===== src/rtl/col_sp_pkg.sv =====
package col_sp_pkg;

    typedef enum logic {
        COL_RD = 1'b0,
        COL_WR = 1'b1
    } col_op_e;

    typedef enum int {
        RULE_ANY = 0,
        RULE_W2R = 1,
        RULE_R2W = 2
    } col_rule_e;

    localparam int NUM_RULES = 3;

    typedef struct packed {
        logic    vld;
        col_op_e op;
    } col_cmd_t;

    // Read-to-write gap: data-bus latency difference plus interval plus bubble, at least 1
    function automatic int rw_gap(input int rd_lat, input int wr_lat,
                                  input int t_cc, input int bubble);
        int g;
        g = rd_lat - wr_lat + t_cc + bubble;
        if (g < 1) g = 1;
        return g;
    endfunction

    // Counter reload so that the rule is met exactly span cycles after the load
    function automatic int reload_of(input int span);
        return (span < 1) ? 0 : span - 1;
    endfunction

endpackage


===== src/rtl/col_gap_timer.sv =====
module col_gap_timer #(
    parameter int CW = 8
) (
    input  logic          clk,
    input  logic          rst,
    input  logic          load,
    input  logic [CW-1:0] reload,
    output logic          expired
);
    logic [CW-1:0] cnt;

    always_ff @(posedge clk) begin
        if (rst)              cnt <= '0;
        else if (load)        cnt <= reload;
        else if (cnt != '0)   cnt <= cnt - 1'b1;
    end

    assign expired = (cnt == '0);

    AST_TIMER_RESET_CLEAR: assert property (@(posedge clk)
        $past(rst) |-> expired);

endmodule


===== src/rtl/col_slot_line.sv =====
module col_slot_line #(
    parameter int DEPTH = 16,
    parameter int LW    = 6
) (
    input  logic          clk,
    input  logic          rst,
    input  logic          mark,
    input  logic [LW-1:0] lat,
    output logic          slot_now
);
    localparam int IW = (DEPTH > 1) ? $clog2(DEPTH) : 1;

    logic [DEPTH-1:0] line_q, line_d;
    logic [IW-1:0]    tap;

    always_comb begin
        if (int'(lat) < 1)          tap = '0;
        else if (int'(lat) > DEPTH) tap = IW'(DEPTH - 1);
        else                        tap = IW'(int'(lat) - 1);
    end

    always_comb begin
        line_d = line_q >> 1;
        for (int i = 0; i < DEPTH; i++) begin
            if (mark && (int'(tap) == i)) line_d[i] = 1'b1;
        end
    end

    always_ff @(posedge clk) begin
        if (rst) line_q <= '0;
        else     line_q <= line_d;
    end

    assign slot_now = line_q[0];

    AST_SLOT_EMPTY_AFTER_RESET: assert property (@(posedge clk)
        $past(rst) |-> !slot_now);

endmodule


===== src/rtl/col_turnaround_spacer.sv =====
module col_turnaround_spacer
    import col_sp_pkg::*;
#(
    parameter int TW      = 6,
    parameter int MAX_LAT = 16
) (
    input  logic          clk,
    input  logic          rst,
    input  logic [TW-1:0] cfg_t_cc,
    input  logic [TW-1:0] cfg_t_wr2rd,
    input  logic [TW-1:0] cfg_t_rd_lat,
    input  logic [TW-1:0] cfg_t_wr_lat,
    input  logic [TW-1:0] cfg_t_bubble,
    input  logic          req_valid,
    input  logic          req_write,
    output logic          req_ready,
    output logic          col_valid,
    output logic          col_write,
    output logic          dq_drive_write,
    output logic          dq_read_slot,
    output logic          dq_collision
);
    localparam int CW  = TW + 2;
    localparam int SAT = (1 << CW) - 1;

    col_cmd_t       cmd;
    logic           issue, ready_rd, ready_wr;
    logic [CW-1:0]  span   [NUM_RULES];
    logic           loads  [NUM_RULES];
    logic           clear  [NUM_RULES];

    // Spans for each spacing rule
    always_comb begin
        span[RULE_ANY] = CW'(reload_of(int'(cfg_t_cc)));
        span[RULE_W2R] = CW'(reload_of(int'(cfg_t_wr2rd)));
        span[RULE_R2W] = CW'(reload_of(rw_gap(int'(cfg_t_rd_lat), int'(cfg_t_wr_lat),
                                              int'(cfg_t_cc), int'(cfg_t_bubble))));
    end

    assign cmd.vld = issue;
    assign cmd.op  = col_op_e'(req_write);

    always_comb begin
        loads[RULE_ANY] = cmd.vld;
        loads[RULE_W2R] = cmd.vld && (cmd.op == COL_WR);
        loads[RULE_R2W] = cmd.vld && (cmd.op == COL_RD);
    end

    for (genvar r = 0; r < NUM_RULES; r++) begin : g_rule
        col_gap_timer #(.CW(CW)) u_timer (
            .clk    (clk),
            .rst    (rst),
            .load   (loads[r]),
            .reload (span[r]),
            .expired(clear[r])
        );
    end

    assign ready_rd  = clear[RULE_ANY] && clear[RULE_W2R];
    assign ready_wr  = clear[RULE_ANY] && clear[RULE_R2W];
    assign req_ready = req_write ? ready_wr : ready_rd;
    assign issue     = req_valid && req_ready;
    assign col_valid = cmd.vld;
    assign col_write = cmd.vld && (cmd.op == COL_WR);

    logic wr_slot, rd_slot;

    col_slot_line #(.DEPTH(MAX_LAT), .LW(TW)) u_wr_line (
        .clk     (clk),
        .rst     (rst),
        .mark    (col_write),
        .lat     (cfg_t_wr_lat),
        .slot_now(wr_slot)
    );

    col_slot_line #(.DEPTH(MAX_LAT), .LW(TW)) u_rd_line (
        .clk     (clk),
        .rst     (rst),
        .mark    (cmd.vld && (cmd.op == COL_RD)),
        .lat     (cfg_t_rd_lat),
        .slot_now(rd_slot)
    );

    assign dq_drive_write = wr_slot;
    assign dq_read_slot   = rd_slot;
    assign dq_collision   = wr_slot && rd_slot;

    // Independent elapsed-cycle counters used only by the spacing assertions
    logic [CW-1:0] since_any, since_wr, since_rd;
    int            gap_chk;

    always_ff @(posedge clk) begin
        if (rst) begin
            since_any <= CW'(SAT);
            since_wr  <= CW'(SAT);
            since_rd  <= CW'(SAT);
        end else begin
            since_any <= issue ? CW'(1) : (since_any == CW'(SAT) ? since_any : since_any + 1'b1);
            since_wr  <= (issue && req_write) ? CW'(1)
                         : (since_wr == CW'(SAT) ? since_wr : since_wr + 1'b1);
            since_rd  <= (issue && !req_write) ? CW'(1)
                         : (since_rd == CW'(SAT) ? since_rd : since_rd + 1'b1);
        end
    end

    assign gap_chk = int'(cfg_t_rd_lat) - int'(cfg_t_wr_lat) + int'(cfg_t_cc) + int'(cfg_t_bubble);

    AST_CC_SPACING: assert property (@(posedge clk) disable iff (rst)
        col_valid |-> (int'(since_any) >= int'(cfg_t_cc)));

    AST_WR_TO_RD: assert property (@(posedge clk) disable iff (rst)
        (col_valid && !col_write) |-> (int'(since_wr) >= int'(cfg_t_wr2rd)));

    AST_RD_TO_WR: assert property (@(posedge clk) disable iff (rst)
        col_write |-> (int'(since_rd) >= gap_chk));

    AST_CMD_NEEDS_REQ: assert property (@(posedge clk) disable iff (rst)
        col_valid |-> (req_valid && (col_write == req_write)));

    AST_FRESH_AFTER_RESET: assert property (@(posedge clk)
        $past(rst) |-> (ready_rd && ready_wr));

endmodule


===== config.mk =====
export PLATFORM = sky130hd
export DESIGN_NAME = col_turnaround_spacer
export DESIGN_NICKNAME = d
export VERILOG_FILES = /design/src/rtl/col_sp_pkg.sv /design/src/rtl/col_gap_timer.sv /design/src/rtl/col_slot_line.sv /design/src/rtl/col_turnaround_spacer.sv
export SDC_FILE = /design/constraint.sdc
export NUM_CORES = 1
export LEC_CHECK = 0
export ABC_AREA = 1
export BUFFER_PORTS_ARGS = -buffer_cell sky130_fd_sc_hd__buf_2
export CORE_ASPECT_RATIO = 1.2
export CORE_MARGIN = 2
export CORE_UTILIZATION = 40
export CTS_CLUSTER_DIAMETER = 120
export DETAILED_ROUTE_END_ITERATION = 10
export SYNTH_ARGS = -nofsm -noshare
export SYNTH_HDL_FRONTEND = slang
export SYNTH_SLANG_ARGS = --single-unit

===== constraint.sdc =====
create_clock -name clk -period 4.89 [get_ports clk]
set_input_delay 0 -clock clk [delete_from_list [all_inputs] [get_ports clk]]
set_output_delay 0 -clock clk [all_outputs]
set_load 0.005 [all_outputs]

==> results of run 1 <==
layout make-up:
class	instances	area (µm²)	share of cell area (%)
clock buffers	6	128.9	2.919
flip-flops and latches	56	1121	25.39
inverters	84	315.3	7.141
repair buffers	40	202.7	4.591
well taps	123	153.9	3.485
multi-input cells	426	2455	55.60
clock inverters	2	38.79	0.8784
logic make-up (layout without fill, tap and decap cells):
kind of cell             after synthesis  count (layout)  share of synthesized area [%]
adder cells (fa/ha/maj)               30              30                          11.04
AO/OA/AOI/OAI                         97              97                          13.90
buffers and inverters                 93             132                          9.806
flip-flops                            56              56                          28.44
AND/OR/NAND/NOR                      272             272                          30.82
XOR/XNOR                              27              27                          5.998
metrics by stage:
step	power [mW]	setup WS (ns)	area (µm²)	hold slack [ns]	utilization, %
finish	2.124	0.5013	4415	0.05067	46.17
global route	2.336	-0.01744	4415	0.06084	46.17
CTS	2.122	0.3471	4395	0.04867	45.96
detailed placement	1.709	0.03618	4228	0.3630	44.20
global placement	1.693	0.1492	4228	0.3553	44.20
floorplan	1.493	0.6683	3943	0.1296	-
state kept, by name, summed over array words and instances, names as in the netlist:
name	cells
g_rule.u_timer.cnt	24
u_rd_line.line_q	16
u_wr_line.line_q	16
Yosys cell counts:
cell type / n
nor2_1: 85
a21oi_1: 36
clkbuf_1: 4
a31oi_1: 30
nand2_1: 108
xnor2_1: 14
o221ai_1: 1
fa_1: 8
nor2_8: 2
buf_6: 5
and3_1: 2
ha_1: 22
nand4_1: 5
a21boi_0: 1
o2111a_1: 1
nor2_2: 5
nor3b_1: 1
o21ai_0: 21
xor2_1: 13
o21ai_2: 1
or2_2: 6
inv_2: 3
nor2_4: 2
o211ai_1: 2
nand3_1: 34
nor3_1: 14
o21ai_1: 3
dfxtp_1: 56
inv_1: 81
a41oi_1: 1
nand3b_1: 2
nand2_2: 3
and2_1: 2
nand4_4: 1
layer usage:
layer  global-route usage [%]  routed length (µm)  vias to the layer above
met5                        0                   0                        -
met4                    6.184                 179                        0
met3                    2.397                 209                       10
met2                    31.68                4412                       49
met1                    21.96                4128                     1686
li1                         -                   -                     1951
worst max path at each step:
| stage | startpoint | cells after the start | to |
|---|---|---|---|
| floorplan | cfg_t_wr_lat[2] | 30 | g_rule[2].u_timer.cnt[7]$_SDFFE_PP0P_ |
| global placement | cfg_t_wr_lat[2] | 31 | g_rule[2].u_timer.cnt[4]$_SDFFE_PP0P_ |
| detailed placement | cfg_t_wr_lat[2] | 31 | g_rule[2].u_timer.cnt[5]$_SDFFE_PP0P_ |
| CTS | cfg_t_wr_lat[2] | 31 | g_rule[2].u_timer.cnt[5]$_SDFFE_PP0P_ |
| global route | cfg_t_rd_lat[0] | 31 | g_rule[2].u_timer.cnt[4]$_SDFFE_PP0P_ |
| finish | cfg_t_rd_lat[0] | 31 | g_rule[2].u_timer.cnt[1]$_SDFFE_PP0P_ |
what timing repair did:
item,CTS,global route
endpoints found under the hold margin,0,0
resized for setup,0,9
endpoints found under the setup margin,0,8
report_power, final:
group / switching [mW] / leakage [nW] / internal [mW]
Sequential: 0.0597 / 0.456 / 0.545
Clock: 0.167 / 0.0815 / 0.244
Combinational: 0.674 / 1.61 / 0.435
Total: 0.901 / 2.15 / 1.22
worst max-delay path, delay by kind of cell:
kind	cells	cell delay [ns]
compound gates	3	0.31
buf+inv	8	0.55
simple gates	12	1.25
xor+xnor	2	0.39
fa+ha+maj	6	2.04
==> results by group, run 1 <==
Status
  • Status: complete, no violations

CTS
  • CTS tree: yes
  • Cts bufs inserted: 5
  • CTS hold repair buffers: 0
  • Worst-path clk slew: about 0.070 ns
  • H-tree Lvls: 2
  • Postcts setup bufs: 0
  • CTS Sinks: 56
  • Clock latency on the worst-skew pair: 0.30 ns
  • Clock Path Buffers: 2
  • Root Buffer: clkbuf_16

Detailed routing
  • Drt total wl: approximately 8900 µm
  • Drt drc: 0
  • Via count: between 3,000 and 4,000
  • Via density: around 5
  • ANT nets after route: 0
  • Drt wl/cell: 12.12 µm
  • Initial DRC count: about 150
  • DRT Pass-1 Iters: 4

Final layout
  • Commonest non-fill, non-tap cell in the layout: nand2_1
  • Layout cell share with drive strength beyond 1: between 10% and 20%
  • Nets: 677
  • Fin cells: ~740
  • Area grow syn2layout: 12.00%
  • Filler cells: just over 1,000
  • N_diodes: 0
  • Most frequent cells in the layout: nand2_1 (108), nor2_1 (83), inv_1 (80)

Synthesis
  • Register area share after synthesis: between 20 and 30%
  • Synthesized net count: between 600 and 700
  • Synthesized flop and latch total: 56
  • Area leader, netlist: dfxtp_1
  • Synth warn: 0
  • Syn Area/Cell: 6.857 µm²
  • Syn Inst Count: roughly 580
  • Synth top area share: 28.44%
  • Yosys cell types: 34
  • Cell area after synthesis: 3943 µm²
  • Synth top area cells: dfxtp_1 (28%), nand2_1 (10%), nor2_1 (8.1%), inv_1 (7.7%), ha_1 (7.0%)

Worst setup path
  • Crit path kind: in2reg
  • CP max-delay cell: fa_1
  • Crit path DAT: approximately 4.6 ns
  • R2r setup slk: around 2.7 ns
  • R2R cell count: 10
  • Critical R2R Capture: g_rule[2].u_timer.cnt[1]$_SDFFE_PP0P_
  • CP startpoint kind: input pin
  • Kind of end point of the critical path: register
  • Critical path peak fanout: 6
  • Worst path required time: a little over 5 ns
  • Worst path max stage delay: approximately 0.45 ns
  • CP dominant cell by count: inv_1
  • RR Startpoint: g_rule[0].u_timer.cnt[0]$_SDFFE_PP0P_

Floorplanning
  • Initial Util: 41.22%
  • I/O Pins: 40
  • Die Width: about 95 µm
  • Die height: 112.8 µm
  • Row count: 39
  • Die ar.: approximately 11,000 µm²
  • Core Footprint: about 9600 µm²

STA
  • Crit share post-route: between 80% and 90%
  • Setup TNS: 0 ns
  • Slew Viols, Final: 0
  • Fin. Hold Viols: 0
  • Final-report setup violation count: 0
  • Slew HR: 60.01%
  • Worst-margin pin slew: 0.5998 ns
  • Crit path time final: between 4 and 5 ns
  • Clk_skew: 0.007549 ns
  • Fmax achieved: around 0.23 GHz

Global route
  • Initial antenna violation count: 0
  • Vias in the first global route: around 3,600
  • Global Route Usage Sum: about 18%
  • First-pass GRT wire length: approximately 16,000 µm
  • Grt ovf: 0
  • Largest net degree at the start of global routing: 33

Place
  • Placed Instances: about 730
  • GP Congestion: 0.8334
  • Hpwl dp: 7112 µm
  • Port bufs: 39

Power and ir drop
  • Leak Pwr: 2.146 nW
  • Max VDD drop: between 200 and 250 µV
  • PwrDens: between 400 and 500 nW/µm²

Hold path
  • Hold path depth: 3
  • HP Start: cfg_t_wr2rd[5]
  • Worst hold-check path type: in2reg
  • Hold Path End: g_rule[1].u_timer.cnt[5]$_SDFFE_PP0P_

Run
  • Max cap viols: 0
Power figures use the tool's default switching activity.
==> run 2: changes to the inputs <==
Settings changed: PLACE_DENSITY set to 0.56, RECOVER_POWER set to 50.
==> run 2 against run 1 <==
Compared with the run above: combinational power is essentially flat; cell count unchanged; non-clock buffer count unchanged; sequential cell count stayed put; via count down 1.2%.
==> results by group, run 2 (synthesized netlist as in run 1, its figures left out) <==
Global route
  • Largest net degree at the start of global routing: 33 (unchanged)
  • Initial antenna violation count: 0 (unchanged)
  • First-pass GRT wire length: 15,680 µm (+0.97%)
  • GRT Max-Usage Layer: met2
  • GR Util met2: 30.83% (-0.85 points)
  • Vias in the first global route: 3,540 (-1.8%)
  • Grt ovf: 0 (unchanged)
  • Global Route Usage Sum: 18.14% (+0.27 points)
  • M3 GR Usage: 2.463% (+0.067 points)
  • Met1 usage: 23.23% (+1.3 points)

Detailed routing
  • DRT Pass-1 Iters: 4 (unchanged)
  • Initial DRC count: 144 (-5.9%)
  • Drt drc: 0 (unchanged)
  • Drt wl/cell: 12.33 µm (+1.8%)
  • ANT nets after route: 0 (unchanged)
  • Drt total wl: 9090 µm (+1.8%)
  • Via density: 4.957 (-1.2%)
  • Via count: 3,653 (-1.2%)

Place
  • Port bufs: 39 (unchanged)
  • Area after DPL: 4228 µm² (unchanged)
  • GP Congestion: 0.8541 (+2.5%)
  • Hpwl dp: 7152 µm (+0.57%)
  • Post-Place Worst Slack: 0.03234 ns (-0.003832 ns)

STA
  • Setup TNS: 0 ns (unchanged)
  • RSZ-0062 raised after global routing: false
  • Final-report setup violation count: 0 (unchanged)
  • Fmax achieved: 0.2331 GHz (+2.3%)
  • Slew HR: 15.71% (-44 points)
  • Clk_skew: 0.008498 ns (+0.0009492 ns)
  • Slew Viols, Final: 0 (unchanged)
  • Worst-margin pin slew: 1.260 ns (+0.6599 ns)
  • Setup WS post-layout: 0.6000 ns (+0.09876 ns)
  • Crit share post-route: 87.73% (-2.0 points)
  • Fin. Hold Viols: 0 (unchanged)
  • Crit path time final: 4.290 ns (-0.09876 ns)
  • Hold_ws: 0.05975 ns (+0.009084 ns)

CTS
  • Cts bufs inserted: 5 (unchanged)
  • Root Buffer: clkbuf_16
  • H-tree Lvls: 2 (unchanged)
  • CTS tree: yes
  • Worst-path clk slew: 0.07 ns (about the same)
  • Clock Path Buffers: 2 (unchanged)
  • CTS Sinks: 56 (unchanged)
  • Clock latency on the worst-skew pair: 0.30 ns (about the same)

Final layout
  • Commonest non-fill, non-tap cell in the layout: nand2_1
  • Area grow syn2layout: 10.57%
  • Largest Register: g_rule.u_timer.cnt
  • Max FFs per register: 24 (unchanged)
  • Multi-input logic area: 2422 µm² (-1.3%)
  • Top Registers: g_rule.u_timer.cnt: 24 flops, u_rd_line.line_q: 16 flops, u_wr_line.line_q: 16 flops
  • Nets: 677 (unchanged)
  • Filler cells: 1,068 (+3.1%)
  • N_diodes: 0 (unchanged)
  • Layout cell share with drive strength beyond 1: 11.89% (-0.81 points)
  • Most frequent cells in the layout: nand2_1 (108), nor2_1 (85), inv_1 (81)
  • Cell area after layout: 4359 µm² (-1.3%)
  • Register Area: 1121 µm² (unchanged)

Worst setup path
  • Top delay family on crit path: adder cells
  • Buf/Inv on CP: 6 (-2)
  • Crit path kind: in2reg
  • Worst path max stage delay: 0.47 ns (+0.02 ns)
  • Kind of end point of the critical path: register
  • CP max-delay cell: fa_1
  • Crit path DAT: 4.47 ns (-0.09 ns)
  • CP startpoint kind: input pin
  • Worst path required time: 5.07 ns (about the same)
  • CP dominant cell by count: nand2_1
  • Critical path peak fanout: 6 (unchanged)

Run
  • Max cap viols: 0 (unchanged)

Floorplanning
  • Row count: 39 (unchanged)
  • Die ar.: 10,670 µm² (unchanged)
  • I/O Pins: 40 (unchanged)
  • Initial Util: 41.22% (unchanged)
  • Die height: 112.8 µm (unchanged)
  • Die Width: 94.63 µm (unchanged)
  • Core Footprint: 9564 µm² (unchanged)

Hold path
  • Worst hold-check path type: in2reg

Power and ir drop
  • Leak Pwr: 2.110 nW (-1.6%)
  • PwrDens: 473.3 nW/µm² (-1.6%)
  • Max VDD drop: 188.5 µV (-7.5%)

Status
  • Status: complete, no violations
run 2: cell count changes in the layout (fill, tap and decap cells not counted), sizes merged:
cell      delta
clkbuf       +1
clkinv       +1
clkinvlp     +1
buf          -2
bufinv       -1
run 2: worst register-to-register path: cells and delay by family, from the launching register on:
| family | cells | cell delay [ns] |
|---|---|---|
| fa+ha+maj | 1 | 0.22 |
| buf+inv | 1 | 0.09 |
| simple gates | 5 | 2.44 |
| compound gates | 1 | 0.21 |
| flops | 1 | 0.31 |
run 2: stage by stage:
stage,utilization [%],instances,power [mW]
after floorplan,-,575,1.493
after global placement,44.20,729,1.694
after detailed placement,44.20,729,1.702
after CTS,45.74,737,2.078
after global routing,45.58,737,2.276
final,45.58,737,2.063
run 2: where the power goes:
| group | internal [mW] | switching [mW] |
|---|---|---|
| sequential | 0.545 | 0.0598 |
| combinational | 0.431 | 0.662 |
| clock | 0.191 | 0.174 |
run 2: worst paths after layout:
check / from / to / slack (ns) / depth (start not counted)
max: cfg_t_wr_lat[2] / g_rule[2].u_timer.cnt[5]$_SDFFE_PP0P_ / 0.60 / 33
min: cfg_t_cc[5] / g_rule[0].u_timer.cnt[5]$_SDFFE_PP0P_ / 0.06 / 3
max reg2reg: g_rule[0].u_timer.cnt[0]$_SDFFE_PP0P_ / g_rule[1].u_timer.cnt[0]$_SDFFE_PP0P_ / 1.56 / 8
min reg2reg: u_wr_line.line_q[14]$_SDFF_PP0_ / u_wr_line.line_q[13]$_SDFF_PP0_ / 0.43 / 2
run 2: timing repair:
action / CTS / global route
buffers inserted: 0 / 0
gates resized for setup: 0 / 9
endpoints found under the setup margin: 0 / 8
hold buffers: 0 / 0
run 2: layer usage:
| metal | wire [µm] | vias up | share of wire (%) |
|---|---|---|---|
| met5 | 0 | - | 0 |
| met4 | 192 | 0 | 2.1 |
| met3 | 271 | 11 | 3.0 |
| met2 | 4339 | 52 | 48 |
| met1 | 4287 | 1648 | 47 |
| li1 | - | 1942 | - |
run 2: area by class of cell:
| class | instances | share of cell area (%) |
|---|---|---|
| Multi-Input combinational cell | 426 | 55.57 |
| Sequential cell | 56 | 25.72 |
| Inverter | 84 | 7.233 |
| Timing Repair Buffer | 40 | 4.592 |
| Tap cell | 123 | 3.530 |
| Clock buffer | 5 | 2.870 |
| Clock inverter | 3 | 0.4879 |
==> run 3: changes to the inputs <==
Clock period 4.89 ns to 5.3 ns, I/O delays scaled along.
==> run 3 against run 2 <==
Compared with the run above: combinational power fell by 9%; critical path depth fell by 2; largest cell class unchanged; clock power fell by 7.4%; cell count fell by 0.14%; sequential share of layout area rose by 0.17 points.
==> results by group, run 3 (synthesized netlist as in run 1, its figures left out) <==
Detailed routing
  • Initial DRC count: 115 (-20%)
  • DRT Pass-1 Iters: 4 (unchanged)
  • Drt wl/cell: 12.33 µm (about the same)
  • Drt drc: 0 (unchanged)
  • Via count: 3,664 (+0.30%)
  • Drt total wl: 9074 µm (-0.18%)
  • Via density: 4.978 (+0.44%)
  • ANT nets after route: 0 (unchanged)

CTS
  • Worst-path clk slew: 0.08 ns (about the same)
  • Post-cts sizing count: 0 (unchanged)
  • Clock latency on the worst-skew pair: 0.30 ns (about the same)
  • Root Buffer: clkbuf_16
  • CTS hold repair buffers: 0 (unchanged)
  • Clock Path Buffers: 2 (unchanged)
  • H-tree Lvls: 2 (unchanged)
  • CTS Sinks: 56 (unchanged)
  • CTS tree: yes
  • Cts bufs inserted: 5 (unchanged)
  • Postcts setup bufs: 0 (unchanged)

Floorplanning
  • I/O Pins: 40 (unchanged)
  • Initial Util: 41.22% (unchanged)
  • Die height: 112.8 µm (unchanged)
  • Row count: 39 (unchanged)
  • Core Footprint: 9564 µm² (unchanged)
  • Die Width: 94.63 µm (unchanged)
  • Die ar.: 10,670 µm² (unchanged)

Power and ir drop
  • Leak Pwr: 2.111 nW (about the same)
  • PwrDens: 435.9 nW/µm² (-7.9%)
  • Internal: 1.069 mW (-8.5%)
  • Max VDD drop: 174.0 µV (-7.7%)
  • Flop pwr share: 29.5% (+0.2 points)
  • Clk pwr share: 17.9% (+0.2 points)
  • Switching pwr: 0.8191 mW (-8.6%)
  • Switching Share: 43.39% (about the same)
  • Logic pwr share: 52.6% (-0.4 points)

Worst setup path
  • CP max-delay cell: fa_1
  • Crit path DAT: 4.86 ns (+0.39 ns)
  • Kind of end point of the critical path: register
  • CP startpoint kind: input pin
  • Crit path kind: in2reg
  • Worst path required time: 5.47 ns (+0.40 ns)
  • CP dominant cell by count: nand2_1
  • Critical path peak fanout: 6 (unchanged)
  • Worst path max stage delay: 0.47 ns (about the same)

Status
  • Status: complete, no violations

STA
  • Fin. Hold Viols: 0 (unchanged)
  • Worst-margin pin slew: 1.234 ns (-0.02610 ns)
  • Hold_ws: 0.05079 ns (-0.008962 ns)
  • Clk_skew: 0.008357 ns (-0.0001410 ns)
  • Setup TNS: 0 ns (unchanged)
  • Crit share post-route: roughly nine tenths
  • Final-report setup violation count: 0 (unchanged)
  • Slew Viols, Final: 0 (unchanged)
  • Fmax achieved: between 0.2 and 0.25 GHz
  • Crit path time final: 4.689 ns
  • Slew HR: 17.46% (+1.7 points)
  • RSZ-0062 raised after global routing: false

Final layout
  • Layout Utilization: 45.28% (-0.30 points)
  • Most frequent cells in the layout: nand2_1 (108), nor2_1 (87), inv_1 (82)
  • Nets: 676 (-0.15%)
  • N_diodes: 0 (unchanged)
  • Filler cells: 1,057 (-1.0%)
  • Fin cells: 736 (-0.14%)
  • Commonest non-fill, non-tap cell in the layout: nand2_1
  • Max FFs per register: 24 (unchanged)
  • Layout cell share with drive strength beyond 1: 10.44% (-1.4 points)
  • Largest Register: g_rule.u_timer.cnt
  • Area grow syn2layout: 9.838%
  • Top Registers: g_rule.u_timer.cnt: 24 flops, u_rd_line.line_q: 16 flops, u_wr_line.line_q: 16 flops
  • Cell area after layout: 4330 µm² (-0.66%)

Global route
  • Initial antenna violation count: 0 (unchanged)
  • Grt ovf: 0 (unchanged)
  • Global Route Usage Sum: 17.97% (-0.17 points)
  • Vias in the first global route: 3,524 (-0.45%)
  • First-pass GRT wire length: 15,590 µm (-0.52%)
  • Largest net degree at the start of global routing: 33 (unchanged)

Place
  • Port bufs: 39 (unchanged)
  • GP Congestion: 0.8628 (+1.0%)
  • Hpwl dp: 7103 µm (-0.69%)
  • Area after DPL: 4220 µm² (-0.18%)
  • Placed Instances: 728 (-0.14%)

Run
  • Max cap viols: 0 (unchanged)

Hold path
  • Worst hold-check path type: in2reg
## run 3: cell types whose count changed in the layout (fill, tap and decap cells not counted), sizes merged
cell and delta:
buf -1
## run 3: area by class of cell
cell class                 instances  area (µm²)  share of cell area, %
inverter                          84       315.3                  7.281
clock buffer                       5       125.1                  2.889
multi-input combinational        426        2401                  55.45
sequential                        56        1121                  25.89
clock inverter                     3       21.27                 0.4912
timing repair buffer              39       192.7                  4.450
tap                              123       153.9                  3.554
## run 3: final timing paths
check / startpoint / end / slack [ns] / cells after the start
worst min register to register: u_wr_line.line_q[14]$_SDFF_PP0_ / u_wr_line.line_q[13]$_SDFF_PP0_ / 0.43 / 2
worst max-delay path: cfg_t_wr_lat[2] / g_rule[2].u_timer.cnt[5]$_SDFFE_PP0P_ / 0.61 / 31
worst min-delay path: cfg_t_wr2rd[5] / g_rule[1].u_timer.cnt[5]$_SDFFE_PP0P_ / 0.05 / 3
worst max register to register: g_rule[0].u_timer.cnt[0]$_SDFFE_PP0P_ / g_rule[1].u_timer.cnt[4]$_SDFFE_PP0P_ / 1.95 / 10
## run 3: power groups by stage
stage	Combinational, mW	Sequential [mW]	Clock, mW
final	0.993	0.557	0.338
after floorplan	0.823	0.555	0
after CTS	1.01	0.557	0.345
after global placement	0.993	0.565	0
after detailed placement	1.00	0.566	0
after global routing	1.15	0.567	0.366
## run 3: worst max-delay path, delay by kind of cell
family	cells	cell delay, ns
buffers and inverters	6	0.45
AO/OA/AOI/OAI	5	0.86
XOR/XNOR	2	0.32
adder cells (fa/ha/maj)	5	1.76
AND/OR/NAND/NOR	13	1.45
## run 3: routing by layer
| metal | vias up | GRT usage, % | share of wire [%] |
|---|---|---|---|
| met3 | 12 | 2.796 | 2.9 |
| met4 | 0 | 6.763 | 2.5 |
| met5 | - | 0 | 0 |
| met2 | 57 | 30.31 | 46 |
| li1 | 1942 | - | - |
| met1 | 1653 | 22.97 | 48 |
## run 3: per-stage QoR
step / total power [mW] / worst slack (ns)
3_3_place_gp: 1.558 / 0.4631
6_report: 1.888 / 0.6111
5_1_grt: 2.084 / 0.05610
3_5_place_dp: 1.568 / 0.3238
2_1_floorplan: 1.378 / 1.078
4_1_cts: 1.911 / 0.6299
